## config.mk

```make
export PLATFORM = sky130hd
export DESIGN_NAME = exc_entry_ctrl
export DESIGN_NICKNAME = d
export VERILOG_FILES = /design/src/rtl/exc_pkg.sv /design/src/rtl/exc_classify.sv /design/src/rtl/exc_epc_calc.sv /design/src/rtl/exc_vector_sel.sv /design/src/rtl/exc_entry_ctrl.sv
export SDC_FILE = /design/constraint.sdc
export NUM_CORES = 1
export LEC_CHECK = 0
export ABC_AREA = 1
export ABC_CLOCK_PERIOD_IN_PS = 2600
export CORE_UTILIZATION = 40
export CTS_CLUSTER_SIZE = 28
export DETAILED_ROUTE_END_ITERATION = 8
export DONT_BUFFER_PORTS = 1
export GPL_TIMING_DRIVEN = 0
export SLEW_MARGIN = 30
export SYNTH_ARGS = -nofsm -noshare
export SYNTH_HDL_FRONTEND = slang
export SYNTH_SLANG_ARGS = --single-unit
```

## constraint.sdc

```tcl
create_clock -name clk -period 2.6 [get_ports clk]
set_input_delay 0.13 -clock clk [delete_from_list [all_inputs] [get_ports clk]]
set_output_delay 0.13 -clock clk [all_outputs]
set_load 0.1 [all_outputs]
```

## src/rtl/exc_pkg.sv

```systemverilog
package exc_pkg;

    localparam int XLEN       = 32;
    localparam int INSN_BYTES = 4;

    typedef enum logic [3:0] {
        EK_INT          = 4'd0,
        EK_TLB_MOD      = 4'd1,
        EK_TLB_INV      = 4'd2,
        EK_TLB_REFILL   = 4'd3,
        EK_ADDR_ERR     = 4'd4,
        EK_SYSCALL      = 4'd5,
        EK_BREAK        = 4'd6,
        EK_RESV_INSN    = 4'd7,
        EK_COP_UNUSABLE = 4'd8,
        EK_OVERFLOW     = 4'd9,
        EK_TRAP         = 4'd10
    } exc_kind_e;

    typedef enum logic [2:0] {
        RS_STATUS  = 3'd0,
        RS_CAUSE   = 3'd1,
        RS_EPC     = 3'd2,
        RS_SRSCTL  = 3'd3,
        RS_BADVA   = 3'd4,
        RS_ENTRYHI = 3'd5,
        RS_CONTEXT = 3'd6,
        RS_EBASE   = 3'd7
    } reg_sel_e;

    localparam int NUM_REGS = 8;

    // status bits
    localparam int ST_EXL = 0;
    localparam int ST_BEV = 1;
    localparam int ST_CU1 = 2;

    // cause fields
    localparam int CA_BD     = 31;
    localparam int CA_CE_LO  = 28;
    localparam int CA_IV     = 23;
    localparam int CA_EXC_LO = 2;

    // shadow-set control fields
    localparam int SRS_W      = 4;
    localparam int SRS_CSS_LO = 0;
    localparam int SRS_PSS_LO = 6;
    localparam int SRS_ESS_LO = 12;

    // address fields
    localparam int VPN2_LO  = 13;
    localparam int VPN2_W   = XLEN - VPN2_LO;
    localparam int ASID_W   = 8;
    localparam int CTX_VPN_LO = 4;

    localparam logic [XLEN-1:0] WMASK_STATUS  = 32'h0000_0007;
    localparam logic [XLEN-1:0] WMASK_CAUSE   = 32'h0080_0000;
    localparam logic [XLEN-1:0] WMASK_EPC     = 32'hFFFF_FFFF;
    localparam logic [XLEN-1:0] WMASK_SRSCTL  = 32'h0000_F3CF;
    localparam logic [XLEN-1:0] WMASK_BADVA   = 32'h0000_0000;
    localparam logic [XLEN-1:0] WMASK_ENTRYHI = 32'hFFFF_E0FF;
    localparam logic [XLEN-1:0] WMASK_CONTEXT = 32'hFF80_0000;
    localparam logic [XLEN-1:0] WMASK_EBASE   = 32'hFFFF_F000;

    localparam logic [XLEN-1:0] BOOT_PC       = 32'hBFC0_0000;
    localparam logic [XLEN-1:0] BEV_OVF_PC    = 32'hBFC0_0200;
    localparam logic [XLEN-1:0] EBASE_DEFAULT = 32'h8000_0000;
    localparam logic [XLEN-1:0] OFS_GENERAL   = 32'h0000_0180;
    localparam logic [XLEN-1:0] OFS_REFILL    = 32'h0000_0000;
    localparam logic [XLEN-1:0] OFS_VECT_INT  = 32'h0000_0200;

    typedef struct packed {
        logic       legal;
        logic [4:0] code;
        logic       tlb_upd;
        logic       badva_upd;
        logic       is_refill;
        logic       is_int;
        logic       is_ovf;
        logic       is_cop;
    } exc_info_t;

    typedef struct packed {
        logic [XLEN-1:0] pc;
        logic [XLEN-1:0] npc;
        logic [XLEN-1:0] nnpc;
    } pc_triple_t;

    function automatic pc_triple_t make_triple(input logic [XLEN-1:0] base);
        pc_triple_t t;
        t.pc   = base;
        t.npc  = base + XLEN'(INSN_BYTES);
        t.nnpc = base + XLEN'(2 * INSN_BYTES);
        return t;
    endfunction

    function automatic logic [XLEN-1:0] masked_write(input logic [XLEN-1:0] old_v,
                                                     input logic [XLEN-1:0] new_v,
                                                     input logic [XLEN-1:0] mask);
        return (old_v & ~mask) | (new_v & mask);
    endfunction

endpackage

```

## src/rtl/exc_classify.sv

```systemverilog
module exc_classify
    import exc_pkg::*;
(
    input  logic [3:0] kind,
    input  logic       is_store,
    output exc_info_t  info
);
    always_comb begin
        info = '0;
        info.legal = 1'b1;
        case (kind)
            EK_INT:          begin info.code = 5'h00; info.is_int = 1'b1; end
            EK_TLB_MOD:      begin info.code = 5'h01; info.tlb_upd = 1'b1; info.badva_upd = 1'b1; end
            EK_TLB_INV:      begin info.code = is_store ? 5'h03 : 5'h02;
                                   info.tlb_upd = 1'b1; info.badva_upd = 1'b1; end
            EK_TLB_REFILL:   begin info.code = is_store ? 5'h03 : 5'h02;
                                   info.tlb_upd = 1'b1; info.badva_upd = 1'b1;
                                   info.is_refill = 1'b1; end
            EK_ADDR_ERR:     begin info.code = is_store ? 5'h05 : 5'h04; info.badva_upd = 1'b1; end
            EK_SYSCALL:      info.code = 5'h08;
            EK_BREAK:        info.code = 5'h09;
            EK_RESV_INSN:    info.code = 5'h0A;
            EK_COP_UNUSABLE: begin info.code = 5'h0B; info.is_cop = 1'b1; end
            EK_OVERFLOW:     begin info.code = 5'h0C; info.is_ovf = 1'b1; end
            EK_TRAP:         info.code = 5'h0D;
            default:         info.legal = 1'b0;
        endcase
    end
endmodule

```

## src/rtl/exc_epc_calc.sv

```systemverilog
module exc_epc_calc
    import exc_pkg::*;
(
    input  logic [XLEN-1:0] pc,
    input  logic [XLEN-1:0] npc,
    output logic [XLEN-1:0] epc,
    output logic            in_slot
);
    logic [XLEN-1:0] seq_next;

    always_comb begin
        seq_next = pc + XLEN'(INSN_BYTES);
        in_slot  = (seq_next != npc);
        epc      = in_slot ? (pc - XLEN'(INSN_BYTES)) : pc;
    end
endmodule

```

## src/rtl/exc_vector_sel.sv

```systemverilog
module exc_vector_sel
    import exc_pkg::*;
#(
    parameter logic [XLEN-1:0] OVF_BEV_PC = BEV_OVF_PC
) (
    input  exc_info_t       info,
    input  logic [XLEN-1:0] ebase,
    input  logic            exl_before,
    input  logic            bev_before,
    input  logic            iv_before,
    output logic [XLEN-1:0] handler
);
    always_comb begin
        if (info.is_ovf && bev_before)
            handler = OVF_BEV_PC;
        else if (info.is_refill && !exl_before)
            handler = ebase + OFS_REFILL;
        else if (info.is_int && iv_before)
            handler = ebase + OFS_VECT_INT;
        else
            handler = ebase + OFS_GENERAL;
    end
endmodule

```

## src/rtl/exc_entry_ctrl.sv

```systemverilog
module exc_entry_ctrl
    import exc_pkg::*;
#(
    parameter logic [XLEN-1:0] RESET_PC   = BOOT_PC,
    parameter logic [XLEN-1:0] OVF_PC     = BEV_OVF_PC,
    parameter logic [XLEN-1:0] EBASE_INIT = EBASE_DEFAULT
) (
    input  logic              clk,
    input  logic              rst,
    input  logic              req_valid,
    input  logic [3:0]        req_kind,
    input  logic              req_store,
    input  logic [XLEN-1:0]   req_vaddr,
    input  logic [ASID_W-1:0] req_asid,
    input  logic [1:0]        req_cop,
    input  logic [XLEN-1:0]   cur_pc,
    input  logic [XLEN-1:0]   cur_npc,
    input  logic              reg_wr_en,
    input  logic [2:0]        reg_sel,
    input  logic [XLEN-1:0]   reg_wdata,
    output logic [XLEN-1:0]   reg_rdata,
    output logic              redir_valid,
    output logic [XLEN-1:0]   redir_pc,
    output logic [XLEN-1:0]   redir_npc,
    output logic [XLEN-1:0]   redir_nnpc
);
    localparam pc_triple_t      RESET_TRIPLE = make_triple(RESET_PC);
    localparam logic [XLEN-1:0] STATUS_INIT  = XLEN'((1 << ST_BEV) | (1 << ST_CU1));

    logic [XLEN-1:0] regs_q [NUM_REGS];
    logic [XLEN-1:0] wmask  [NUM_REGS];

    exc_info_t       info;
    logic            accept;
    logic [XLEN-1:0] epc_new;
    logic            in_slot;
    logic [XLEN-1:0] handler;
    pc_triple_t      redir_q;
    logic            redir_v_q;

    logic [XLEN-1:0] status_q, cause_q, srs_q, ebase_q, ctx_q;
    logic            exl_q, bev_q, iv_q;

    assign status_q = regs_q[RS_STATUS];
    assign cause_q  = regs_q[RS_CAUSE];
    assign srs_q    = regs_q[RS_SRSCTL];
    assign ebase_q  = regs_q[RS_EBASE];
    assign ctx_q    = regs_q[RS_CONTEXT];
    assign exl_q    = status_q[ST_EXL];
    assign bev_q    = status_q[ST_BEV];
    assign iv_q     = cause_q[CA_IV];

    assign wmask[RS_STATUS]  = WMASK_STATUS;
    assign wmask[RS_CAUSE]   = WMASK_CAUSE;
    assign wmask[RS_EPC]     = WMASK_EPC;
    assign wmask[RS_SRSCTL]  = WMASK_SRSCTL;
    assign wmask[RS_BADVA]   = WMASK_BADVA;
    assign wmask[RS_ENTRYHI] = WMASK_ENTRYHI;
    assign wmask[RS_CONTEXT] = WMASK_CONTEXT;
    assign wmask[RS_EBASE]   = WMASK_EBASE;

    exc_classify u_cls (
        .kind     (req_kind),
        .is_store (req_store),
        .info     (info)
    );

    exc_epc_calc u_epc (
        .pc      (cur_pc),
        .npc     (cur_npc),
        .epc     (epc_new),
        .in_slot (in_slot)
    );

    exc_vector_sel #(.OVF_BEV_PC(OVF_PC)) u_vec (
        .info       (info),
        .ebase      (ebase_q),
        .exl_before (exl_q),
        .bev_before (bev_q),
        .iv_before  (iv_q),
        .handler    (handler)
    );

    assign accept = req_valid && !redir_v_q && info.legal;

    // next values of the registers an entry rewrites
    logic [XLEN-1:0] status_nx, cause_nx, srs_nx, entryhi_nx, ctx_nx;

    always_comb begin
        status_nx = status_q;
        status_nx[ST_EXL] = 1'b1;

        cause_nx = '0;
        cause_nx[CA_BD] = in_slot;
        cause_nx[CA_CE_LO +: 2] = info.is_cop ? req_cop : 2'b00;
        cause_nx[CA_IV] = iv_q;
        cause_nx[CA_EXC_LO +: 5] = info.code;

        srs_nx = srs_q;
        if (!exl_q && !bev_q) begin
            srs_nx[SRS_PSS_LO +: SRS_W] = srs_q[SRS_CSS_LO +: SRS_W];
            srs_nx[SRS_CSS_LO +: SRS_W] = srs_q[SRS_ESS_LO +: SRS_W];
        end

        entryhi_nx = '0;
        entryhi_nx[VPN2_LO +: VPN2_W] = req_vaddr[XLEN-1:VPN2_LO];
        entryhi_nx[ASID_W-1:0] = req_asid;

        ctx_nx = ctx_q & WMASK_CONTEXT;
        ctx_nx[CTX_VPN_LO +: VPN2_W] = req_vaddr[XLEN-1:VPN2_LO];
    end

    always_ff @(posedge clk) begin
        if (rst) begin
            for (int i = 0; i < NUM_REGS; i++) regs_q[i] <= '0;
            regs_q[RS_STATUS] <= STATUS_INIT;
            regs_q[RS_EBASE]  <= EBASE_INIT;
            redir_v_q <= 1'b1;
            redir_q   <= RESET_TRIPLE;
        end else begin
            redir_v_q <= accept;
            if (accept) begin
                redir_q            <= make_triple(handler);
                regs_q[RS_STATUS]  <= status_nx;
                regs_q[RS_CAUSE]   <= cause_nx;
                regs_q[RS_EPC]     <= epc_new;
                regs_q[RS_SRSCTL]  <= srs_nx;
                if (info.badva_upd) regs_q[RS_BADVA] <= req_vaddr;
                if (info.tlb_upd) begin
                    regs_q[RS_ENTRYHI] <= entryhi_nx;
                    regs_q[RS_CONTEXT] <= ctx_nx;
                end
            end else if (reg_wr_en) begin
                regs_q[reg_sel] <= masked_write(regs_q[reg_sel], reg_wdata, wmask[reg_sel]);
            end
        end
    end

    assign reg_rdata   = regs_q[reg_sel];
    assign redir_valid = redir_v_q;
    assign redir_pc    = redir_q.pc;
    assign redir_npc   = redir_q.npc;
    assign redir_nnpc  = redir_q.nnpc;

    AST_EXL_SET: assert property (@(posedge clk) disable iff (rst)
        accept |=> status_q[ST_EXL]);
    AST_SRS_HOLD: assert property (@(posedge clk) disable iff (rst)
        (accept && (exl_q || bev_q)) |=> $stable(srs_q));
    AST_CE_CLEAR: assert property (@(posedge clk) disable iff (rst)
        (accept && req_kind != EK_COP_UNUSABLE) |=> (cause_q[CA_CE_LO +: 2] == 2'b00));
    AST_REFILL_VEC: assert property (@(posedge clk) disable iff (rst)
        (accept && req_kind == EK_TLB_REFILL && !exl_q) |=> (redir_pc == $past(ebase_q)));
    AST_OVF_BEV: assert property (@(posedge clk) disable iff (rst)
        (accept && req_kind == EK_OVERFLOW && bev_q) |=> (redir_pc == OVF_PC));
    AST_REDIR_PULSE: assert property (@(posedge clk) disable iff (rst)
        redir_valid |=> !redir_valid);
    AST_REDIR_STEP: assert property (@(posedge clk) disable iff (rst)
        redir_valid |-> (redir_npc - redir_pc == 32'd4 && redir_nnpc - redir_npc == 32'd4));
    AST_BUSY_IGNORE: assert property (@(posedge clk) disable iff (rst)
        (req_valid && redir_valid) |=> $stable(cause_q[CA_EXC_LO +: 5]));
endmodule

```

# Yosys cells after proc, flatten, opt, wreduce, memory -nomap -nowiden
# Memory sizes are Yosys's and may differ from the RTL's.
# Index checks and enable logic that the tools add are counted.
# totals
register_bits	97
latchBits	0
ramBits	256
rom_bits	256
mem_count	2
# mem_list
name	depth	width	rd	rd_ports_with_merged_regs	wr	line_no	source
(no name shown)	8	32	1	0	0	exc_entry_ctrl.sv:134	regs_q[reg_sel] <= masked_write(regs_q[reg_sel], reg_wdata, wmask[reg_sel]);
regs_q	8	32	5	0	8	exc_entry_ctrl.sv:30	logic [XLEN-1:0] regs_q [NUM_REGS];
# classes
add_sub_neg	6
n_mul	0
div	0
magnitude_cmp	1
eq_ne	12
shift	0
mux	49
bitwise	15
reduce_logical	16
# op_table
operator	count
two-way mux 32 bit	15
adder 32 x 3 -> 32 bit, second input constant	2
bitwise AND 32 bit	2
case mux 5 bit (9 select lines)	1
adder 32 x 10 -> 32 bit, second input constant	1
adder 32 x 4 -> 32 bit, second input constant	1
adder 32 x 9 -> 32 bit, second input constant	1
inequality test 32 bit	1
inverter 32 bit	1
bitwise OR 32 bit	1
OR reduction 32 bit	1
subtractor 32 x 3 -> 32 bit, second input constant	1
two-way mux 1 bit	27
two-way mux 23 bit	1
== test 4 x 3 -> 1 bit, second input constant	4
== test 4 bit, second input constant	3
OR reduction 11 bit	1
bitwise OR 1 bit	10
two-way mux 9 bit	1
== test 4 x 2 -> 1 bit, second input constant	2
two-way mux 4 bit	2
logical AND 1 bit	6
== test 4 x 1 -> 1 bit, second input constant	1
>= comparator 4 bit, second input constant	1
other kinds (10)	12

# Logic depth before layout (Yosys ltp)
# logic_depth
word_depth	9
depth_mapped	20
mapped_depth_nobuf	19

# By module
# From an unflattened synthesis, not the netlist that was laid out.
# hier_totals
cells_unflattened	3139
area_unflattened_um2	21996.1
# modules_own_cells
mod	instances	cells_per_inst	area_each_um2	seq_area_each_um2
exc_entry_ctrl	1	2299	17793.3	9529.1
exc_epc_calc	1	588	3011.6	0.0
exc_vector_sel	1	211	1001.0	0.0
exc_classify	1	41	190.2	0.0

# Least setup slack after synthesis
# OpenSTA, ideal clock, no wires.
# synth_path
kind	input to register
start	in reg_sel[2]
end	mem regs_q[2][11], data pin
arrival_time_ns	3.364
required_time_ns	2.470
path_slack_ns	-0.894
path_stages	9
path_cell_list	buf_4 > nand2_1 > nor2_1 > inv_1 > clkbuf_1 > o2111ai_1 > mux2i_1 > or2_2 > nand2_1
# synth_lines
item	line_no	source
from (decl)	exc_entry_ctrl.sv:19	input logic [2:0] reg_sel,
to (decl)	exc_entry_ctrl.sv:30	

==> impl_metrics.yaml <==
outcome:
  outcome: "finished, violations left"
  violations: "negative setup slack"
sta:
  hold_ws_ps: 13.2
  setup_ws_ps: -11.1
  min_period_ps: 2610
  fin_worst_skew_ps: 18.7
  slew_headroom_pct: 31.4
  setup_viol: 13
  clock.fmax_mhz: 383
  tightest_slew_ps: 1030
  period_share_pct: 100
  hold_viol: 0
  final_max_slew_viol_count: 0
  rsz0062_at_grt: "true"
floorplan:
  initial_core_util_pct: 40.8
  core_um2: 49200
  die_h_um: 226
  rows: 81
  die_area_um2: 51000
  io_pins: 279
  die_w_um: 226
route:
  drtPass1Iterations: 7
  ant_nets: 0
  routedWlPerCell_um: 26.1
  drt_iter0_markers: 2048
  drc: 0
  vias: 19500
  routed_wl_um: 87300
  via_per_inst: 5.82
final_layout:
  design.final.nets: 2816
  finalNonFillerCells: 3350
  stdcell_area_um2: 25300
  layout_commonest_cell: "nand2_1"
  final_cell_mix: "541 x nand2_1, 287 x nor2_1, 256 x edfxtp_1"
  final_util_pct: 51.4
  drive_above_1_share_pct: 20.0
  syn_to_final_growth_pct: 26.1
clocking:
  cts_tree: "built"
  cts_root_buf: "clkbuf_16"
  clkLatencyLatePin_ps: 580
  cts_inserted_buffers: 39
  cts_buffer_depth: 3
  h-tree-depth: 2
  clkTransAtPathRegs_ps: 60
  cts_sinks: 348
setup_path:
  r2r_cells: 7
  end_kind: "flop"
  timing.rr.start: "redir_valid$_SDFF_PP1_"
  critical_path_arrival_ps: 2840
  cp_cell_sequence: "nor3_4, nor2_2, nand2_4, nor3_1, inv_1, clkbuf_2, nand2_8"
  reg2reg_setup_slack_ps: -10
  critPathRequiredTime_ps: 2830
  start_kind: "flop"
  r2r-end: "regs_q[5][27]$_DFFE_PP_"
  critical_path_class: "reg -> reg"
  path_max_fanout: 32
  slowest_delay_ps: 500
  cpMaxStageDelayCell: "clkbuf_2"
synth:
  synth_cell_types: 56
  syn_area_per_cell_um2: 8.18
  synthesis.area_um2: 20000
  synth_seq_cells: 348
  yosys_warnings: 0
  synth_flop_cell: "edfxtp_1"
  yosysSeqAreaShare_pct: 47.5
  syn_inst: 2450
  syn-num-nets: 2611
  synth_top_area_cell: "edfxtp_1"
  yosysTopAreaCellShare_pct: 38.3
  ys_async_sr_fraction_pct: 0
  synthTopCellsByArea: "edfxtp_1 38%, nand2_1 11%, dfxtp_1 9.2%, nor2_1 6.0%, inv_1 4.1%"
  synth_edf_count: 256
power:
  intPower_w: 0.0101
  swShare_pct: 33.0
  leakagePower_nw: 10.0
  p_per_area_nw_per_um2: 597
  ir_drop_v: 0.000388
  power_w: 0.0151
  seq_power_share_pct: 45.4
  p_switching_w: 0.00498
  combPwrFrac_pct: 18.4
  power_frac_clock_pct: 36.2
run:
  maxCapViolations: 0
grt:
  gr-usage-all-layers_pct: 33.7
  grt_overflow: 0
  antenna_found_initial: 4
  grt_pass1_wl_um: 123000
  grt_max_degree: 33
  grt_pass1_vias: 18400
placement:
  place_area_um2: 21800
  portBuffers: 0
  place_inst: 3143
  dp_hpwl_um: 66700
  gp_congestion: 0.969
worst_hold_path:
  hold-path-endpoint: "regs_q[2][30]$_DFFE_PP_"
  worstHoldStart: "cur_pc[30]"
  hold_depth: 5
  hold_class: "in -> reg"
power groups by stage:
stage               sequential (W)  combinational, W  clock (W)
CTS                        0.00685           0.00263    0.00546
detailed placement         0.00697           0.00240          0
global route               0.00688           0.00289    0.00568
finish                     0.00686           0.00277    0.00547
global placement           0.00697           0.00221          0
floorplan                  0.00691           0.00158          0
state kept, by name, indices dropped and copies added, names as in the netlist:
register and cells:
redir_nnpc 29, redir_valid 1, redir_pc 32, regs_q 256, redir_npc 30
worst max path at each step:
stage                                start                          end  slack (ps)  depth (start not counted)
2_1_floorplan                   reg_sel[2]      regs_q[2][26]$_DFFE_PP_        -590                          9
3_3_place_gp        redir_valid$_SDFF_PP1_      regs_q[4][26]$_DFFE_PP_       -1980                          7
3_5_place_dp                    reg_sel[0]      regs_q[2][11]$_DFFE_PP_       -1150                          9
4_1_cts        regs_q[7][10]$_SDFFCE_PN0P_   redir_npc[22]$_SDFFE_PP1P_           4                         14
5_1_grt        regs_q[7][10]$_SDFFCE_PN0P_  redir_nnpc[24]$_SDFFE_PP1P_         -40                         16
6_report            redir_valid$_SDFF_PP1_      regs_q[5][27]$_DFFE_PP_         -10                          7
critical path: cells and delay by family (launching register included):
kind                   cells  cell delay, ps
DFF                        1             450
buffers and inverters      2             740
and+or+nand+nor            5            1020
per-layer routing:
layer	track usage, %	vias up	share of wire (%)
li1	-	8734	-
met1	38.4	9349	35
met2	58.6	1164	49
met3	5.93	250	8.9
met4	20.4	4	6.8
met5	0	-	0.019
cell families after synthesis:
family,share of synthesized area (%)
flops,47.5
fa+ha+maj,0.687
xor+xnor,3.37
simple gates,28.9
compound gates,10.9
buf+inv,7.69
mux,0.899
timing repair:
action	4_1_cts	5_1_grt
endpoints found under the hold margin	189	3
pin swaps	18	31
gates resized for setup	131	116
buffers inserted	16	36
hold buffers	82	1
cloned	1	0
endpoints found under the setup margin	492	116
per-stage QoR:
step | setup WS, ps | TNS [ps]
after floorplan | -588 | -40420
after global placement | -1980 | -572600
after detailed placement | -1150 | -292720
after CTS | 4.11 | 0
after global routing | -41.6 | -292
final | -11.1 | -99.1
synth_stat cells (18+ instances only):
| cell | instances |
|---|---|
| a221oi_1 | 35 |
| xor2_1 | 46 |
| mux2i_1 | 18 |
| nor2_1 | 320 |
| nor3_1 | 21 |
| nand2_1 | 579 |
| buf_2 | 35 |
| clkbuf_1 | 62 |
| edfxtp_1 | 256 |
| inv_1 | 221 |
| xnor2_1 | 28 |
| dfxtp_1 | 92 |
| nand4_1 | 76 |
| o22ai_1 | 71 |
| or2_2 | 41 |
| nand3_1 | 158 |
| o21ai_0 | 108 |
| o21ai_1 | 22 |
| inv_2 | 19 |
| a21oi_1 | 39 |
cell type report:
cell class,count,area (µm²)
fill,4644,23900
multi-input combinational,1734,10300
sequential,348,9540
timing repair buffer,163,1680
clock buffer,52,1100
inverter,246,946
tap,664,831
buffer,123,776
clock inverter,18,121
antenna,2,5.00
(Power assumes the default switching activity.)
